File: config.mk
export PLATFORM = sky130hd
export DESIGN_NAME = apb_led_sw
export DESIGN_NICKNAME = d
export VERILOG_FILES = /design/src/rtl/apb_led_sw_pkg.sv /design/src/rtl/apb_led_sw_sync.sv /design/src/rtl/apb_led_sw_regs.sv /design/src/rtl/apb_led_sw_rdmux.sv /design/src/rtl/apb_led_sw.sv
export SDC_FILE = /design/constraint.sdc
export NUM_CORES = 1
export LEC_CHECK = 0
export ABC_AREA = 0
export BUFFER_PORTS_ARGS = -buffer_cell sky130_fd_sc_hd__clkbuf_2
export CORE_MARGIN = 3
export CORE_UTILIZATION = 25
export DETAILED_ROUTE_END_ITERATION = 10
export HOLD_SLACK_MARGIN = 0.02
export PLACE_DENSITY = 0.77
export SETUP_SLACK_MARGIN = 0.15
export SLEW_MARGIN = 20
export SYNTH_ARGS = -nofsm -noshare
export SYNTH_HDL_FRONTEND = slang
export SYNTH_SLANG_ARGS = --single-unit
File: constraint.sdc
create_clock -name pclk -period 0.95 [get_ports pclk]
set_input_delay 0.095 -clock pclk [delete_from_list [all_inputs] [get_ports pclk]]
set_output_delay 0.095 -clock pclk [all_outputs]
set_load 0.05 [all_outputs]
File: src/rtl/apb_led_sw_pkg.sv
package apb_led_sw_pkg;
    localparam int unsigned WORD_W = 32;
    localparam int unsigned NUM_SW = 2;

    typedef logic [WORD_W-1:0] word_t;

    typedef struct packed {
        word_t a;
        word_t b;
    } regs_t;
endpackage

File: src/rtl/apb_led_sw_sync.sv
module apb_led_sw_sync #(
    parameter int unsigned STAGES = 2,
    parameter int unsigned N      = 2
) (
    input  logic         clk,
    input  logic         rstn,
    input  logic [N-1:0] din,
    output logic [N-1:0] dout
);
    logic [STAGES-1:0][N-1:0] sync_d, sync_q;

    always_comb begin
        sync_d[0] = din;
        for (int s = 1; s < int'(STAGES); s++) begin
            sync_d[s] = sync_q[s-1];
        end
    end

    always_ff @(posedge clk or negedge rstn) begin
        if (!rstn) sync_q <= '0;
        else       sync_q <= sync_d;
    end

    assign dout = sync_q[STAGES-1];
endmodule

File: src/rtl/apb_led_sw_regs.sv
module apb_led_sw_regs
    import apb_led_sw_pkg::*;
#(
    parameter int unsigned ADDR_W = 8,
    parameter logic [ADDR_W-1:0] OFS_A = 8'h00,
    parameter logic [ADDR_W-1:0] OFS_B = 8'h04
) (
    input  logic              clk,
    input  logic              rstn,
    input  logic              wr_en,
    input  logic [ADDR_W-1:0] wr_addr,
    input  word_t             wr_data,
    output regs_t             regs
);
    regs_t regs_d, regs_q;

    always_comb begin
        regs_d = regs_q;
        if (wr_en) begin
            if (wr_addr == OFS_A) regs_d.a = wr_data;
            if (wr_addr == OFS_B) regs_d.b = wr_data;
        end
    end

    always_ff @(posedge clk or negedge rstn) begin
        if (!rstn) regs_q <= '0;
        else       regs_q <= regs_d;
    end

    assign regs = regs_q;

    assert_write_a_R2: assert property (@(posedge clk) disable iff (!rstn)
        (wr_en && wr_addr == OFS_A) |=> regs_q.a == $past(wr_data));
    assert_write_b_R2: assert property (@(posedge clk) disable iff (!rstn)
        (wr_en && wr_addr == OFS_B) |=> regs_q.b == $past(wr_data));
    assert_no_strobe_R3: assert property (@(posedge clk) disable iff (!rstn)
        !wr_en |=> $stable(regs_q));
    assert_unmapped_wr_R7: assert property (@(posedge clk) disable iff (!rstn)
        (wr_en && wr_addr != OFS_A && wr_addr != OFS_B) |=> $stable(regs_q));
endmodule

File: src/rtl/apb_led_sw_rdmux.sv
module apb_led_sw_rdmux
    import apb_led_sw_pkg::*;
#(
    parameter int unsigned ADDR_W = 8,
    parameter logic [ADDR_W-1:0] OFS_A = 8'h00,
    parameter logic [ADDR_W-1:0] OFS_B = 8'h04,
    parameter bit READ_SWITCH = 1'b1
) (
    input  logic              rd_en,
    input  logic [ADDR_W-1:0] addr,
    input  regs_t             regs,
    input  logic [NUM_SW-1:0] sw,
    output word_t             rdata
);
    word_t src_a, src_b;

    generate
        if (READ_SWITCH) begin : g_sw
            assign src_a = {{(WORD_W-1){1'b0}}, sw[0]};
            assign src_b = {{(WORD_W-1){1'b0}}, sw[1]};
        end else begin : g_reg
            logic unused_sw;
            assign unused_sw = ^sw;
            assign src_a = regs.a;
            assign src_b = regs.b;
        end
    endgenerate

    always_comb begin
        rdata = '0;
        if (rd_en) begin
            if (addr == OFS_A)      rdata = src_a;
            else if (addr == OFS_B) rdata = src_b;
        end
    end
endmodule

File: src/rtl/apb_led_sw.sv
module apb_led_sw
    import apb_led_sw_pkg::*;
#(
    parameter int unsigned ADDR_W      = 8,
    parameter int unsigned SYNC_STAGES = 2,
    parameter bit          READ_SWITCH = 1'b1,
    parameter logic [ADDR_W-1:0] OFS_A = 8'h00,
    parameter logic [ADDR_W-1:0] OFS_B = 8'h04
) (
    input  logic              pclk,
    input  logic              presetn,
    input  logic              psel,
    input  logic              penable,
    input  logic              pwrite,
    input  logic [ADDR_W-1:0] paddr,
    input  logic [31:0]       pwdata,
    output logic [31:0]       prdata,
    output logic              pready,
    output logic              pslverr,
    input  logic              sw_a,
    input  logic              sw_b,
    output logic              led
);
    logic              wr_en, rd_en;
    logic [NUM_SW-1:0] sw_sync;
    regs_t             regs;

    assign wr_en   = psel && penable && pwrite;
    assign rd_en   = psel && !pwrite;
    assign pready  = 1'b1;
    assign pslverr = 1'b0;

    apb_led_sw_sync #(.STAGES(SYNC_STAGES), .N(NUM_SW)) u_sync (
        .clk(pclk), .rstn(presetn), .din({sw_b, sw_a}), .dout(sw_sync)
    );

    apb_led_sw_regs #(.ADDR_W(ADDR_W), .OFS_A(OFS_A), .OFS_B(OFS_B)) u_regs (
        .clk(pclk), .rstn(presetn), .wr_en(wr_en), .wr_addr(paddr),
        .wr_data(pwdata), .regs(regs)
    );

    apb_led_sw_rdmux #(.ADDR_W(ADDR_W), .OFS_A(OFS_A), .OFS_B(OFS_B),
                       .READ_SWITCH(READ_SWITCH)) u_rdmux (
        .rd_en(rd_en), .addr(paddr), .regs(regs), .sw(sw_sync), .rdata(prdata)
    );

    assign led = regs.a[0];

    assert_led_follow_R4: assert property (@(posedge pclk) disable iff (!presetn)
        (psel && penable && pwrite && paddr == OFS_A) |=> led == $past(pwdata[0]));
    assert_rd_idle_R10: assert property (@(posedge pclk) disable iff (!presetn)
        (!psel || pwrite) |-> prdata == '0);

    generate
        if (READ_SWITCH) begin : g_chk_sw
            assert_sw_width_R5: assert property (@(posedge pclk) disable iff (!presetn)
                prdata[31:1] == '0);
        end
    endgenerate
endmodule

# Word level (Yosys, flattened, before mapping)

Index checks and enable logic that the tools add are counted.

Register bits: 5
Input port bits: 47
Output and inout port bits: 35
Word-level logic and storage cells: 13

Equality and inequality tests: 1
Muxes and demuxes: 3
Reductions and logical operators: 6

Operators by type and width:

| kind               | count |
|---|---|
| $mux 32            | 2 |
| $eq 8x3->1 const B | 1 |
| $logic_not 8->1    | 1 |
| $logic_and 1x1->1  | 3 |
| $reduce_and 2->1   | 1 |
| $logic_not 1->1    | 1 |
| $mux 1             | 1 |

# Longest topological paths before layout

Gate-level depths: netlist of the first run.

Word-level depth: 4
Gate-level depth with buffers: 3
Depth with buffers taken out: 3

# By module

Synthesis of the first run repeated with hierarchy kept, for this count alone.

Cells, all modules: 186
Area total of the unflattened synthesis: 2937.8 µm²

By module, submodules not included:

| module           | times used | cells an instance | area each (µm²) | seq. area each (µm²) |
|---|---|---|---|---|
| apb_led_sw_regs  | 1          | 140               | 2529.9          | 1601.5 |
| apb_led_sw_rdmux | 1          | 36                | 269.0           | 0.0 |
| apb_led_sw_sync  | 1          | 4                 | 100.1           | 100.1 |
| apb_led_sw       | 1          | 6                 | 38.8            | 0.0 |

# Least setup slack after synthesis of the first run

No wires, ideal clock.

Kind: in2out
Start: input paddr[5]
End: output prdata[0]
Data arrival time: 1.541 ns
Data required time: 0.855 ns
Slack: -0.686 ns
Stages on the path: 3
Buffers on the path: 0
Path through: nor4_2 nand2_1 nor3_1

Word-level cells in the longest chain between the ends: 4
Elaborated cells between the ends (all ways): 5
Those cells by class: eq/ne: 1; mux: 3; reduce/logical: 1

Ends and longest elaborated chain:

| what               | RTL line               | RTL |
|---|---|---|
| start: declaration | apb_led_sw.sv:15       | `input logic [ADDR_W-1:0] paddr,` |
| $eq 8x3->1         | apb_led_sw_rdmux.sv:33 | `else if (addr == OFS_B) rdata = src_b;` |
| $mux 1             | apb_led_sw_rdmux.sv:33 |  |
| $mux 32 (*)        | apb_led_sw_rdmux.sv:32 | `if (addr == OFS_A) rdata = src_a;` |
| $mux 32 (*)        | apb_led_sw_rdmux.sv:31 | `if (rd_en) begin` |
| end: declaration   | apb_led_sw.sv:17       | `output logic [31:0] prdata,` |

Mark *: on every way between the ends. The rest lies on a longest branch, timed or not.

# Final worst setup path of the first run

Start: register u_sync.sync_q, in the netlist u_sync.dout[1]
End: output prdata[0]

Word-level cells in the longest chain between the ends: 3

Ends and longest elaborated chain:

| what                     | RTL line               | RTL |
|---|---|---|
| start: declaration       | apb_led_sw_sync.sv:10  | `logic [STAGES-1:0][N-1:0] sync_d, sync_q;` |
| start signal: assignment | apb_led_sw_sync.sv:21  | `else sync_q <= sync_d;` |
| $mux 1                   | apb_led_sw_rdmux.sv:33 |  |
| $mux 32                  | apb_led_sw_rdmux.sv:32 |  |
| $mux 32                  | apb_led_sw_rdmux.sv:31 |  |

No other way between the ends.

==> results of run 1 <==
## final timing paths
kind                                   endpoint  cells after the start
worst max-delay path                  prdata[0]                      3
worst min-delay path            u_regs.regs[32]                      2
worst max register to register  u_regs.regs[32]                      1
worst min register to register   u_sync.dout[1]                      0
max in group asynchronous       u_regs.regs[32]                      2
min in group asynchronous        u_sync.dout[1]                      2
## layout make-up
cell class | instances | share of cell area (%)
Multi-Input combinational cell | 41 | 39.8
Clock buffer | 4 | 4.50
Sequential cell | 5 | 21.6
Tap cell | 24 | 5.14
Timing Repair Buffer | 21 | 28.9
## per-layer routing
layer / vias up / track usage (%) / wire length [um] / part of all wire [%]
li1: 131 / - / - / -
met1: 122 / 7.59 / 280 / 35
met2: 36 / 11.7 / 378 / 47
met3: 0 / 3.99 / 146 / 18
met4: 0 / 2.84 / 0 / 0
met5: - / 0 / 0 / 0
## timing repair
action	in CTS	in global routing
resized for setup	6	7
hold buffers	3	0
pin swaps	0	4
setup endpoints to repair	3	3
hold endpoints to repair	7	0
gates cloned	0	0
## kinds of logic after synthesis
group	Yosys count
buf+inv	33
flops	5
mux	2
other cells	2
simple gates	6
## cells in the final DEF, fill, tap and decap left out
| cell type | Yosys | layout |
|---|---|---|
| buf_8 | 0 | 2 |
| mux2i_2 | 0 | 1 |
| dlygate4sd3_1 | 0 | 3 |
| clkbuf_2 | 0 | 13 |
| clkbuf_1 | 0 | 1 |
| mux2_4 | 0 | 1 |
| conb_1 | 2 | 33 |
| dfrtp_2 | 0 | 1 |
| clkbuf_4 | 0 | 3 |
| nand2_2 | 0 | 1 |
| nor4b_4 | 0 | 1 |
| nor2b_1 | 1 | 1 |
| nor4_4 | 0 | 1 |
| nand4_1 | 1 | 1 |
| clkbuf_16 | 0 | 1 |
| buf_6 | 0 | 1 |
| nor3_4 | 0 | 1 |
| buf_4 | 33 | 1 |
| dfrtp_1 | 5 | 4 |
## per-stage QoR
stage / instances / power [uW]
after global placement: 88 / 576
after global routing: 95 / 888
final: 95 / 843
after floorplan: 79 / 633
after CTS: 95 / 849
after detailed placement: 88 / 578
## power groups by stage
stage | Combinational, uW | Sequential, uW | Clock, uW
CTS | 363 | 227 | 259
floorplan | 403 | 230 | 0
finish | 372 | 226 | 244
detailed placement | 349 | 229 | 0
global route | 388 | 227 | 272
global placement | 347 | 228 | 0
## sequential cells by signal (all words and copies together), names as in the netlist
register,count
u_sync.dout,2
u_sync.sync_d,2
u_regs.regs,1
==> qor.csv, run 1 <==
metric,value,unit
worstSetupStartpointType,flip-flop,
drcViolationCount,0,
fin_crit,1.12,ns
path_cells,mux2i_2 -> nor3_4 -> buf_8,
coreArea,1590,um^2
htree_levels,1,
areaGrowthSynthToFinish,29.7,%
critPathMaxStageDelay,0.36,ns
firstDrtPassIters,1,
fin_ws,-0.172,ns
start_util,28.3,%
vias,289,
ant_nets,0,
ios,82,
wirelength,805,um
placed_cell_area,475,um^2
synthesis.area,450,um^2
ctsRootBufferMaster,clkbuf_4,
max_cap_violations,0,
cts_setup_buffers,0,
ys_top_cells_by_area,"buf_4 55%, dfrtp_1 28%, nor4b_2 3.3%",
whs,0.0881,ns
pwr-share-clk,29.0,%
slowest_stage,dfrtp_1,
synthXorXnorAreaFrac,0,%
hp-class,input pin to flip-flop,
grt_first_pass_wirelength,1260,um
cp.arrival,1.03,ns
status,"complete, but fails checks",
wl_per_cell,8.47,um
clkSlewWorstSetupHoldPaths,0.04,ns
p_int,435,uW
clock-skew-final,0.000484,ns
rows,14,
r2r_start,u_regs.regs[32],
layout-drive-gt1-share,39.4,%
pwr-share-comb,44.2,%
synth_edf_count,0,
swShare,48.4,%
hold_viol,0,
reg2reg_slack,0.16,ns
synth.most_common_cell,buf_4,
critical_path_class,flip-flop to output pin,
synth_flop_cell,dfrtp_1,
syn_avg_cell_area,9.38,um^2
synth_compound_area_share,0,%
ys_ff_latch,5,
yosysWarningCount,0,
dieHeight,48.4,um
muxShareOfSynthArea,4.72,%
cp.required,0.85,ns
cts_inserted_buffers,3,
synthCells,48,
grt.total_usage,7.13,%
die_area,2350,um^2
path_max_fanout,1,
synth_top_family_by_area,buffers and inverters,
yosysSeqAreaShare,27.8,%
clock_path_buffers,2,
clock.fmax,891,MHz
hold_path_startpoint,pwdata[0],
fin_area,584,um^2
pwr_density_cell,1440,nW/um^2
ys_types,11,
dr.first_iter.drc_count,0,
fill_cells,155,
leakagePower,0.000316,uW
antenna_cells,0,
cts_num_sinks,5,
layout.nets,119,
fin_tns_setup,-0.172,ns
grt_antenna_before_repair,0,
synth_top_area_cell,buf_4,
violations,negative setup slack,
yosys-top-cells-count,"33 x buf_4, 5 x dfrtp_1, 2 x conb_1",
crit_start,u_sync.dout[1],
preCtsSetupSlack,-0.280,ns
die_w,48.4,um
grt_max_degree,6,
synth_top_cell_area_share,55.0,%
grt_overflow_total,0,
cp_num_buf_inv,1,
portBuffers,17,
setup_viol,1,
critical_path.endpoint_type,output pin,
async_reset_ff_share,100,%
multi_input_area,233,um^2
yosys.area_share.simple,10.8,%
crit_family,flip-flops,
tritoncts,done,
p_switching,408,uW
synthAdderAreaFrac,0,%
ir_worst_vdd,826,uV
seqPwrFrac,26.9,%
gp_congestion,0.624,
min_period_over_period,118,%
rsz0062_at_grt,yes,
grt_pass1_vias,283,
finish.utilization,36.7,%
drt-vias-per-instance,3.04,
slew_violations,0,
clock_latency,0.24,ns
ff_latch_area,126,um^2
No activity file was read; power rests on OpenSTA's default activity.
==> inputs of run 2 (changes only) <==
--- a/config.mk
+++ b/config.mk
@@ -12,7 +12,6 @@
 export DETAILED_ROUTE_END_ITERATION = 10
 export HOLD_SLACK_MARGIN = 0.02
 export PLACE_DENSITY = 0.77
-export SETUP_SLACK_MARGIN = 0.15
 export SLEW_MARGIN = 20
 export SYNTH_ARGS = -nofsm -noshare
 export SYNTH_HDL_FRONTEND = slang
==> run 2 against run 1 <==
Net effect:
- the run still ends with negative setup slack left
- utilization is 2.6 points lower
- non-clock buffer count decreased by 1
- cell count shrank 1.1%
- worst setup slack better by 0.0045 ns
- global-route usage down 0.46 points
- wire length decreased by 1.6%
- largest cell class unchanged
- largest power group unchanged
- highest routed layer is now met4
==> qor.csv, run 2 (synthesis results as in run 1) <==
metric,value,unit
clock_path_buffers,2,
rr_worst_depth,1,
crit_start,u_sync.dout[0],
grt_max_degree,6,
grt_antenna_before_repair,0,
ctsRootBufferMaster,clkbuf_4,
critical_path.endpoint_type,output pin,
fill_cells,154,
final_common_cell,conb_1,
cts_num_sinks,5,
hold_path_startpoint,pwdata[0],
hpwl,714,um
drcViolationCount,0,
cts_inserted_buffers,3,
pwr_density_cell,1520,nW/um^2
wl_met1,210,um
fin_tns_setup,-0.168,ns
min_period_over_period,118,%
cts_setup_buffers,0,
wirelength,792,um
worstSetupStartpointType,flip-flop,
wl_met2,431,um
fin_ws,-0.168,ns
leakagePower,0.000299,uW
path_max_fanout,1,
ios,82,
setup_viol,1,
tritoncts,done,
die_area,2350,um^2
power.total,824,uW
ir_worst_vdd,813,uV
fin_crit,1.12,ns
max_cap_violations,0,
wl_met3,135,um
hold_viol,0,
clock-skew-final,0.00135,ns
critical_path_class,flip-flop to output pin,
status,"complete, but fails checks",
clkSlewWorstSetupHoldPaths,0.04,ns
layout-drive-gt1-share,35.7,%
grt_pass1_vias,259,
htree_levels,1,
drt-vias-per-instance,3.03,
dr.first_iter.drc_count,1,
cp.arrival,1.02,ns
slew_violations,0,
hp-class,input pin to flip-flop,
vias,285,
dieHeight,48.4,um
layout.nets,118,
r2r_start,u_regs.regs[32],
grt_overflow_total,0,
firstDrtPassIters,2,
grt_first_pass_wirelength,1150,um
hold_depth,2,
rows,14,
die_w,48.4,um
rsz0062_at_grt,yes,
start_util,28.3,%
reg2reg_slack,0.14,ns
portBuffers,17,
gp_congestion,0.675,
coreArea,1590,um^2
violations,negative setup slack,
whs,0.0741,ns
grt.total_usage,6.68,%
clock_latency,0.24,ns
wl_per_cell,8.43,um
cp.required,0.85,ns
layout_common_cells,"33 x conb_1, 15 x clkbuf_2, 4 x dfrtp_1",
clock.fmax,895,MHz
antenna_cells,0,
top_layer,met4,
areaGrowthSynthToFinish,20.6,%
ant_nets,0,
-- run 2: path summary, 6_finish.rpt --
path | end
setup / recovery | prdata[0]
hold / removal | u_regs.regs[32]
setup reg to reg | u_regs.regs[32]
hold reg to reg | u_sync.dout[0]
max in group asynchronous | u_regs.regs[32]
min in group asynchronous | u_regs.regs[32]
-- run 2: layout make-up --
type                    count  area [um^2]  area share [%]
multi-input cells          41          226            41.7
repair buffers             20          134            24.7
flip-flops and latches      5          126            23.3
well taps                  24         30.0            5.53
clock buffers               4         26.3            4.84
-- run 2: routing by layer --
| metal | track usage [%] | vias up |
|---|---|---|
| met5 | 0 | - |
| met4 | 5.69 | 0 |
| met3 | 2.45 | 2 |
| met2 | 11.9 | 33 |
| met1 | 5.87 | 122 |
| li1 | - | 128 |
-- run 2: stage by stage --
stage	std cells	cell area (um^2)	util (%)	setup WS, ns
2_1_floorplan	79	597	-	-0.107
5_1_grt	94	543	34.1	-0.202
3_5_place_dp	87	464	29.1	-0.253
4_1_cts	94	542	34.0	-0.196
6_report	94	543	34.1	-0.168
3_3_place_gp	87	464	29.1	-0.274
-- run 2: report_power, final --
| group | total [uW] | switching (uW) | internal [uW] | leakage, uW |
|---|---|---|---|---|
| combinational | 360 | 317 | 42.2 | 0.000225 |
| clock | 237 | 79.0 | 158 | 0.0000150 |
| sequential | 227 | 3.59 | 223 | 0.0000589 |
-- run 2: timing repair --
action,CTS,global route
hold buffers,3,0
hold endpoints to repair,7,0
gates cloned,0,0
endpoints found under the setup margin,2,1
pin swaps,0,2
gates resized for setup,5,1
-- run 2: worst max-delay path, stage by stage, from the launching register on --
cell	delay [ns]
dfrtp_1	0.37
mux2i_2	0.21
nor3_4	0.06
buf_8	0.15
